## config.mk

```make
export PLATFORM = sky130hd
export DESIGN_NAME = status_poll_matcher
export DESIGN_NICKNAME = d
export VERILOG_FILES = /design/src/rtl/poll_pkg.sv /design/src/rtl/poll_cmp.sv /design/src/rtl/poll_gap_timer.sv /design/src/rtl/poll_flag.sv /design/src/rtl/status_poll_matcher.sv
export SDC_FILE = /design/constraint.sdc
export NUM_CORES = 1
export LEC_CHECK = 0
export BUFFER_PORTS_ARGS = -buffer_cell sky130_fd_sc_hd__buf_2
export CORE_MARGIN = 8
export CORE_UTILIZATION = 39
export DETAILED_ROUTE_END_ITERATION = 16
export PLACE_DENSITY = 0.76
export SYNTH_ARGS = -nofsm -noshare
export SYNTH_HDL_FRONTEND = slang
export SYNTH_SLANG_ARGS = --single-unit
```

## constraint.sdc

```tcl
create_clock -name clk -period 2 [get_ports clk]
set_input_delay 0.2 -clock clk [delete_from_list [all_inputs] [get_ports clk]]
set_output_delay 0.2 -clock clk [all_outputs]
set_load 0.02 [all_outputs]
```

## src/rtl/poll_pkg.sv

```systemverilog
package poll_pkg;

    typedef enum logic [1:0] {
        PS_IDLE = 2'd0,
        PS_READ = 2'd1,
        PS_WAIT = 2'd2
    } poll_state_e;

    typedef struct packed {
        poll_state_e nxt;
        logic        finish;
        logic        load_gap;
        logic        take;
    } poll_step_t;

    function automatic int size_bits(input int nbytes);
        return (nbytes > 1) ? $clog2(nbytes) : 1;
    endfunction

endpackage

```

## src/rtl/poll_cmp.sv

```systemverilog
module poll_cmp #(
    parameter int DATA_W = 32,
    parameter int SIZE_W = 2
) (
    input  logic [DATA_W-1:0] data,
    input  logic [DATA_W-1:0] mask,
    input  logic [DATA_W-1:0] value,
    input  logic              or_mode,
    input  logic [SIZE_W-1:0] size,
    output logic              hit
);
    localparam int NBYTES = DATA_W / 8;

    logic [DATA_W-1:0] lane_keep;
    logic [DATA_W-1:0] eff_mask;
    logic [DATA_W-1:0] agree;

    for (genvar g = 0; g < NBYTES; g++) begin : g_lane
        assign lane_keep[g*8 +: 8] = {8{(g <= int'(size))}};
    end

    assign eff_mask = mask & lane_keep;
    assign agree    = ~(data ^ value) & eff_mask;
    assign hit      = or_mode ? (|agree) : (agree == eff_mask);
endmodule

```

## src/rtl/poll_gap_timer.sv

```systemverilog
module poll_gap_timer #(
    parameter int GAP_W = 16
) (
    input  logic             clk,
    input  logic             rst,
    input  logic             clr,
    input  logic             load,
    input  logic [GAP_W-1:0] len,
    output logic             expire
);
    logic [GAP_W-1:0] cnt;

    always_ff @(posedge clk) begin
        if (rst || clr) begin
            cnt <= '0;
        end else if (load) begin
            cnt <= len;
        end else if (cnt != '0) begin
            cnt <= cnt - 1'b1;
        end
    end

    assign expire = (cnt == GAP_W'(1));
endmodule

```

## src/rtl/poll_flag.sv

```systemverilog
module poll_flag (
    input  logic clk,
    input  logic rst,
    input  logic set,
    input  logic clr,
    output logic flag
);
    always_ff @(posedge clk) begin
        if (rst) begin
            flag <= 1'b0;
        end else begin
            flag <= set | (flag & ~clr);
        end
    end
endmodule

```

## src/rtl/status_poll_matcher.sv

```systemverilog
module status_poll_matcher
    import poll_pkg::*;
#(
    parameter  int DATA_W = 32,
    parameter  int GAP_W  = 16,
    localparam int NBYTES = DATA_W / 8,
    localparam int SIZE_W = size_bits(NBYTES)
) (
    input  logic              clk,
    input  logic              rst,
    input  logic              start,
    input  logic              abort,
    input  logic [DATA_W-1:0] cfg_mask,
    input  logic [DATA_W-1:0] cfg_value,
    input  logic              cfg_or_mode,
    input  logic              cfg_auto_stop,
    input  logic [SIZE_W-1:0] cfg_size,
    input  logic [GAP_W-1:0]  cfg_gap,
    output logic              rd_req,
    input  logic              rd_ack,
    input  logic [DATA_W-1:0] rd_data,
    output logic              busy,
    output logic              done,
    output logic              match_flag,
    input  logic              flag_clr
);
    poll_state_e st;
    poll_step_t  step;
    logic        hit;
    logic        gap_expire;
    logic        done_q;

    poll_cmp #(.DATA_W(DATA_W), .SIZE_W(SIZE_W)) u_cmp (
        .data    (rd_data),
        .mask    (cfg_mask),
        .value   (cfg_value),
        .or_mode (cfg_or_mode),
        .size    (cfg_size),
        .hit     (hit)
    );

    poll_gap_timer #(.GAP_W(GAP_W)) u_gap (
        .clk    (clk),
        .rst    (rst),
        .clr    (abort),
        .load   (step.load_gap),
        .len    (cfg_gap),
        .expire (gap_expire)
    );

    poll_flag u_flag (
        .clk  (clk),
        .rst  (rst),
        .set  (step.take & hit),
        .clr  (flag_clr),
        .flag (match_flag)
    );

    // Next-step decision: abort outranks a response in the same cycle.
    always_comb begin
        step          = '0;
        step.nxt      = st;
        unique case (st)
            PS_IDLE: begin
                if (start && !abort) step.nxt = PS_READ;
            end
            PS_READ: begin
                if (abort) begin
                    step.nxt    = PS_IDLE;
                    step.finish = 1'b1;
                end else if (rd_ack) begin
                    step.take = 1'b1;
                    if (hit && cfg_auto_stop) begin
                        step.nxt    = PS_IDLE;
                        step.finish = 1'b1;
                    end else if (cfg_gap != '0) begin
                        step.nxt      = PS_WAIT;
                        step.load_gap = 1'b1;
                    end
                end
            end
            PS_WAIT: begin
                if (abort) begin
                    step.nxt    = PS_IDLE;
                    step.finish = 1'b1;
                end else if (gap_expire) begin
                    step.nxt = PS_READ;
                end
            end
            default: step.nxt = PS_IDLE;
        endcase
    end

    always_ff @(posedge clk) begin
        if (rst) begin
            st     <= PS_IDLE;
            done_q <= 1'b0;
        end else begin
            st     <= step.nxt;
            done_q <= step.finish;
        end
    end

    assign rd_req = (st == PS_READ);
    assign busy   = (st != PS_IDLE);
    assign done   = done_q;
endmodule

```

Yosys cells after proc, flatten, opt, wreduce, memory -nomap -nowiden
Index checks and enable logic that the tools add are counted.
{"block": "totals", "ff_bits": 20, "inputBits": 122, "wordCells": 53}
{"block": "classes", "n_addsub": 1, "order_cmp": 3, "eq_ne": 8, "mux": 18, "bitwise_logic": 8, "n_reduce_logical": 11}
{"operator": "32-bit bitwise AND", "count": 2}
{"operator": "32-bit equality test", "count": 1}
{"operator": "16-bit two-way mux", "count": 2}
{"operator": "32-bit NOT", "count": 1}
{"operator": "16-bit nonzero test", "count": 2}
{"operator": "32-bit OR reduction", "count": 1}
{"operator": "32-bit XOR", "count": 1}
{"operator": "16-bit by 1-bit equality test with 1-bit output (second input constant)", "count": 1}
{"operator": "16-bit by 1-bit subtractor with 16-bit output (second input constant)", "count": 1}
{"operator": "2-bit two-way mux", "count": 7}
{"operator": "2-bit case mux with 3 select lines", "count": 1}
{"operator": "1-bit two-way mux", "count": 5}
{"operator": "5-bit two-way mux", "count": 1}
{"operator": "2-bit less-or-equal comparator (first input constant)", "count": 2}
{"operator": "4-bit by 2-bit inequality test with 1-bit output (second input constant)", "count": 1}
{"operator": "4-bit AND reduction", "count": 1}
{"operator": "2-bit nonzero test", "count": 2}
{"operator": "3-bit two-way mux", "count": 1}
{"operator": "3-bit by 2-bit inequality test with 1-bit output (second input constant)", "count": 1}
{"operator": "3-bit inequality test (second input constant)", "count": 1}
{"operator": "1-bit bitwise AND", "count": 2}
{"operator": "2-bit by 1-bit equality test with 1-bit output (second input constant)", "count": 1}
{"operator": "2-bit equality test (second input constant)", "count": 1}
{"operator": "1-bit by 2-bit less-or-equal comparator with 1-bit output (first input constant)", "count": 1}
{"operator": "other kinds (8)", "count": 9}

Depth between registers and ports, before layout
{"block": "logic_depth", "depth_word": 12, "depth_mapped": 11, "ltp_nobuf": 8}

By module
Synthesis repeated with hierarchy kept, for this count alone.
{"block": "unflattened", "cells_unflattened": 285, "area_unflattened_um2": 2138.3}
{"module": "poll_gap_timer", "n_inst": 1, "cells_per_inst": 113, "area_each_um2": 923.4}
{"module": "poll_cmp", "n_inst": 1, "cells_per_inst": 128, "area_each_um2": 839.6}
{"module": "status_poll_matcher", "n_inst": 1, "cells_per_inst": 40, "area_each_um2": 336.6}
{"module": "poll_flag", "n_inst": 1, "cells_per_inst": 4, "area_each_um2": 38.8}

Worst setup path before layout
Ideal clock, no wire load.
{"block": "synth_path", "path_type": "reg-to-reg", "from": "register u_gap.cnt[10]", "to": "register u_gap.cnt[1]", "setup_time_ns": 0.128, "t_arrival_ns": 1.810, "required_time_ns": 1.872, "path_slack_ns": 0.062, "path_stages_with_launch": 10, "path_buffers": 2, "period_less_slack_ns": 1.938, "path_cell_list": "dfxtp_1 -> nor4_1 -> nor2b_1 -> and3b_1 -> and3_1 -> clkbuf_1 -> clkbuf_1 -> o21ai_0 -> mux2i_1 -> nor2_1"}
{"block": "synth_via", "elab_chain_len": 2}
{"item": "start, declared", "line_no": "poll_gap_timer.sv:11", "source": "logic [GAP_W-1:0] cnt;"}
{"item": "start signal, assigned", "line_no": "poll_gap_timer.sv:17", "source": "cnt <= len;"}
{"item": "start signal, assigned", "line_no": "poll_gap_timer.sv:19", "source": "cnt <= cnt - 1'b1;"}
{"item": "16-bit nonzero test", "line_no": "poll_gap_timer.sv:18", "source": "end else if (cnt != '0) begin"}
{"item": "2-bit nonzero test (no line)"}
Every way passes these cells.
A chain may end at the register's enable or synchronous reset.

Final worst setup path
{"block": "layout_path", "from": "register u_gap.cnt[5]", "to": "register u_gap.cnt[15]"}
{"block": "layout_via", "elab_chain_len": 3}
{"item": "16-bit by 1-bit subtractor with 16-bit output", "line_no": "poll_gap_timer.sv:19"}
{"item": "16-bit two-way mux", "line_no": "poll_gap_timer.sv:18"}
{"item": "16-bit two-way mux", "line_no": "poll_gap_timer.sv:16", "source": "end else if (load) begin"}
Several ways; a longest one is shown, not always the timed one. The select of a mux whose other input is x is not followed.

==> impl_metrics.ini <==
[floorplanning]
fp.coreArea_mm2 = 0.00507
start_util_pct = 40.2
dieWidth_um = 88.3
ios = 126
die_area_mm2 = 0.00780
die_h_um = 88.3
row_count = 26

[synth]
synth-edff-count = 0
synth_ff_type = dfxtp_1
yosys_warnings = 0
syn-instance-count = 287
syn_area_mm2 = 0.00204
synth_area_per_cell_um2 = 7.10
synth_nets = 415
ys_top_cells_by_area = dfxtp_1 20%, xor2_1 14%, inv_1 6.8%
synth_top_area_cell = dfxtp_1
ys_types = 44
synth.ff_latch_count = 20
synth_top_area_share_pct = 19.6
seq_area_frac_synth_pct = 19.6
async_flop_share_pct = 0

[detailed_routing]
drt_iter0_drc = 169
routed_wl_mm = 7.95
wl_per_cell_um = 15.6
drc = 0
first_pass_iters = 4
vias = 2634
via_per_inst = 5.15
ant_nets = 0

[clocking]
cts_tree = done
clock_path_buffers = 2
cts_hold_buffers = 0
cts_buffers = 3
cts.sinks = 20
cts-root-buf = clkbuf_8
clk_pin_slew_ns = 0.08
h-tree-depth = 1
clock_latency_ns = 0.26

[worst_setup_path]
rr_endpoint = u_gap.cnt[15]
required_ns = 2.20
worstPathMaxFanout = 5
crit_type = flip-flop to flip-flop
r2r_slack_ns = -0.08
critPathCapture = u_gap.cnt[15]
critPathLaunch = u_gap.cnt[5]
critPathCaptureType = flip-flop
reg2reg_depth = 9
reg2reg_from = u_gap.cnt[5]
start_kind = flip-flop
worstPathArrival_ns = 2.27

[sta]
fmax_mhz = 481
tns_ns = -0.175
worst_hold_slack_ns = 0.179
min_period_ns = 2.08
finalHoldViolations = 0
drv_slew = 0
finalSetupViolations = 4
setup_slack_ns = -0.0769
tightest_slew_ns = 0.468
rsz0062_at_grt = yes
finalCritPeriodShare_pct = 104
slew_headroom_pct = 68.7
fin_skew_ns = 0.00405

[global_routing]
grt.total_usage_pct = 17.7
grt_use_met2_pct = 33.4
busiest_layer = met2
grtUsageMet3_pct = 4.74
grt_max_degree = 30
overflow = 0
grtUsageMet1_pct = 19.4
grt_first_pass_wirelength_mm = 11.1
antenna_found_initial = 0
grt_pass1_vias = 2569

[placed_design]
portBuffers = 125
place_congestion = 0.855
dp_hpwl_mm = 5.98

[flow_run]
cap_violations = 0

[run_status]
run_status = complete, but fails checks
violations = setup timing

[final_layout]
final_util_pct = 63.5
area_growth_pct = 58.1
layout-drive-gt1-share_pct = 44.0
nNetsFinal = 570
antenna_cells = 0

[min_path]
hp-class = input pin to flip-flop
whs_path_depth = 3

[pwr]
worst_ir_drop_vdd_mv = 0.515
power.density_mw_per_mm2 = 997
power.leakage_uw = 0.00161
-- report_power, final --
group	leakage (µW)	switching, µW	internal [µW]	total, µW
Clock	0.0000288	139	175	314
Sequential	0.000165	104	504	608
Combinational	0.00142	1080	1210	2290
Total	0.00161	1330	1890	3210
-- per-layer routing --
metal / up-vias / part of all wire, %
li1: 1312 / -
met4: 0 / 1.5
met3: 12 / 6.2
met5: - / 0
met1: 1216 / 39
met2: 94 / 53
-- metrics by stage --
step	std cells	power, µW	cell area (µm²)	worst slack, ns
6_report	511	3210	3220	-0.0769
5_1_grt	511	3450	3220	-0.137
4_1_cts	501	2830	2970	0.00545
3_5_place_dp	495	2400	2880	-0.216
3_3_place_gp	495	2360	2880	-0.144
2_1_floorplan	287	1770	2040	0.0622
-- critical path, cell delays in order, from the launching register on --
cell and delay (ns):
dfxtp_4 0.36, nor4_4 0.31, and3_4 0.28, nand2_4 0.07
nor3_4 0.23, buf_4 0.15, nand2_2 0.05, xor2_1 0.13
or3_1 0.30, a21oi_1 0.13
-- area by class of cell --
type | count | area, µm²
Clock buffer | 4 | 55.1
Timing Repair Buffer | 160 | 967
Multi-Input combinational cell | 220 | 1570
Tap cell | 70 | 87.6
Inverter | 37 | 139
Sequential cell | 20 | 408
Fill cell | 469 | 1850
-- placed cells by master (no fill, tap or decap), types with 10 or more instances in the layout --
cell,synthesis,routed
buf_2,4,122
inv_1,37,37
buf_4,0,31
xor2_1,32,30
nand2_1,28,26
nor2_1,17,17
a21oi_1,18,16
dfxtp_1,20,16
o22ai_1,14,14
xnor2_1,12,11
or3_1,12,11
a22oi_1,11,10
-- registers in the layout, indices dropped and copies added, names as in the netlist --
signal       flops
st               2
u_flag.flag      1
u_gap.cnt       16
done             1
-- worst min-delay path by stage --
stage / startpoint / to
after floorplan: rst / u_flag.flag
after global placement: cfg_gap[4] / u_gap.cnt[4]
after detailed placement: cfg_gap[6] / u_gap.cnt[6]
after CTS: cfg_gap[13] / u_gap.cnt[13]
after global routing: cfg_gap[11] / u_gap.cnt[11]
final: cfg_gap[13] / u_gap.cnt[13]
-- synth_stat cells, types with 3 or more instances --
cell      number
a22oi_1       11
inv_1         37
xnor2_1       12
xor2_1        32
or3_1         12
nor4_1         7
a31oi_1        3
nor2_1        17
a21oi_1       18
o22ai_1       14
dfxtp_1       20
ha_1           6
nand3_1        6
buf_2          4
nor3_1         5
clkbuf_1       3
nand4_1        3
nand2_1       28
o21ai_0       10
a32oi_1        4
-- timing repair --
action                     CTS  global route
buffers inserted             2             7
cloned                       0             3
setup endpoints to repair    5            16
gates resized for setup      8            33
pin swaps                    2            27
-- cells by family after synthesis --
| kind of cell | Yosys count | synth area share (%) |
|---|---|---|
| buf+inv | 47 | 9.64 |
| flops | 20 | 19.6 |
| fa+ha+maj | 6 | 3.68 |
| mux | 3 | 1.53 |
| xor+xnor | 44 | 18.9 |
| compound gates | 74 | 23.2 |
| simple gates | 93 | 23.4 |
No activity file was read; power rests on OpenSTA's default activity.
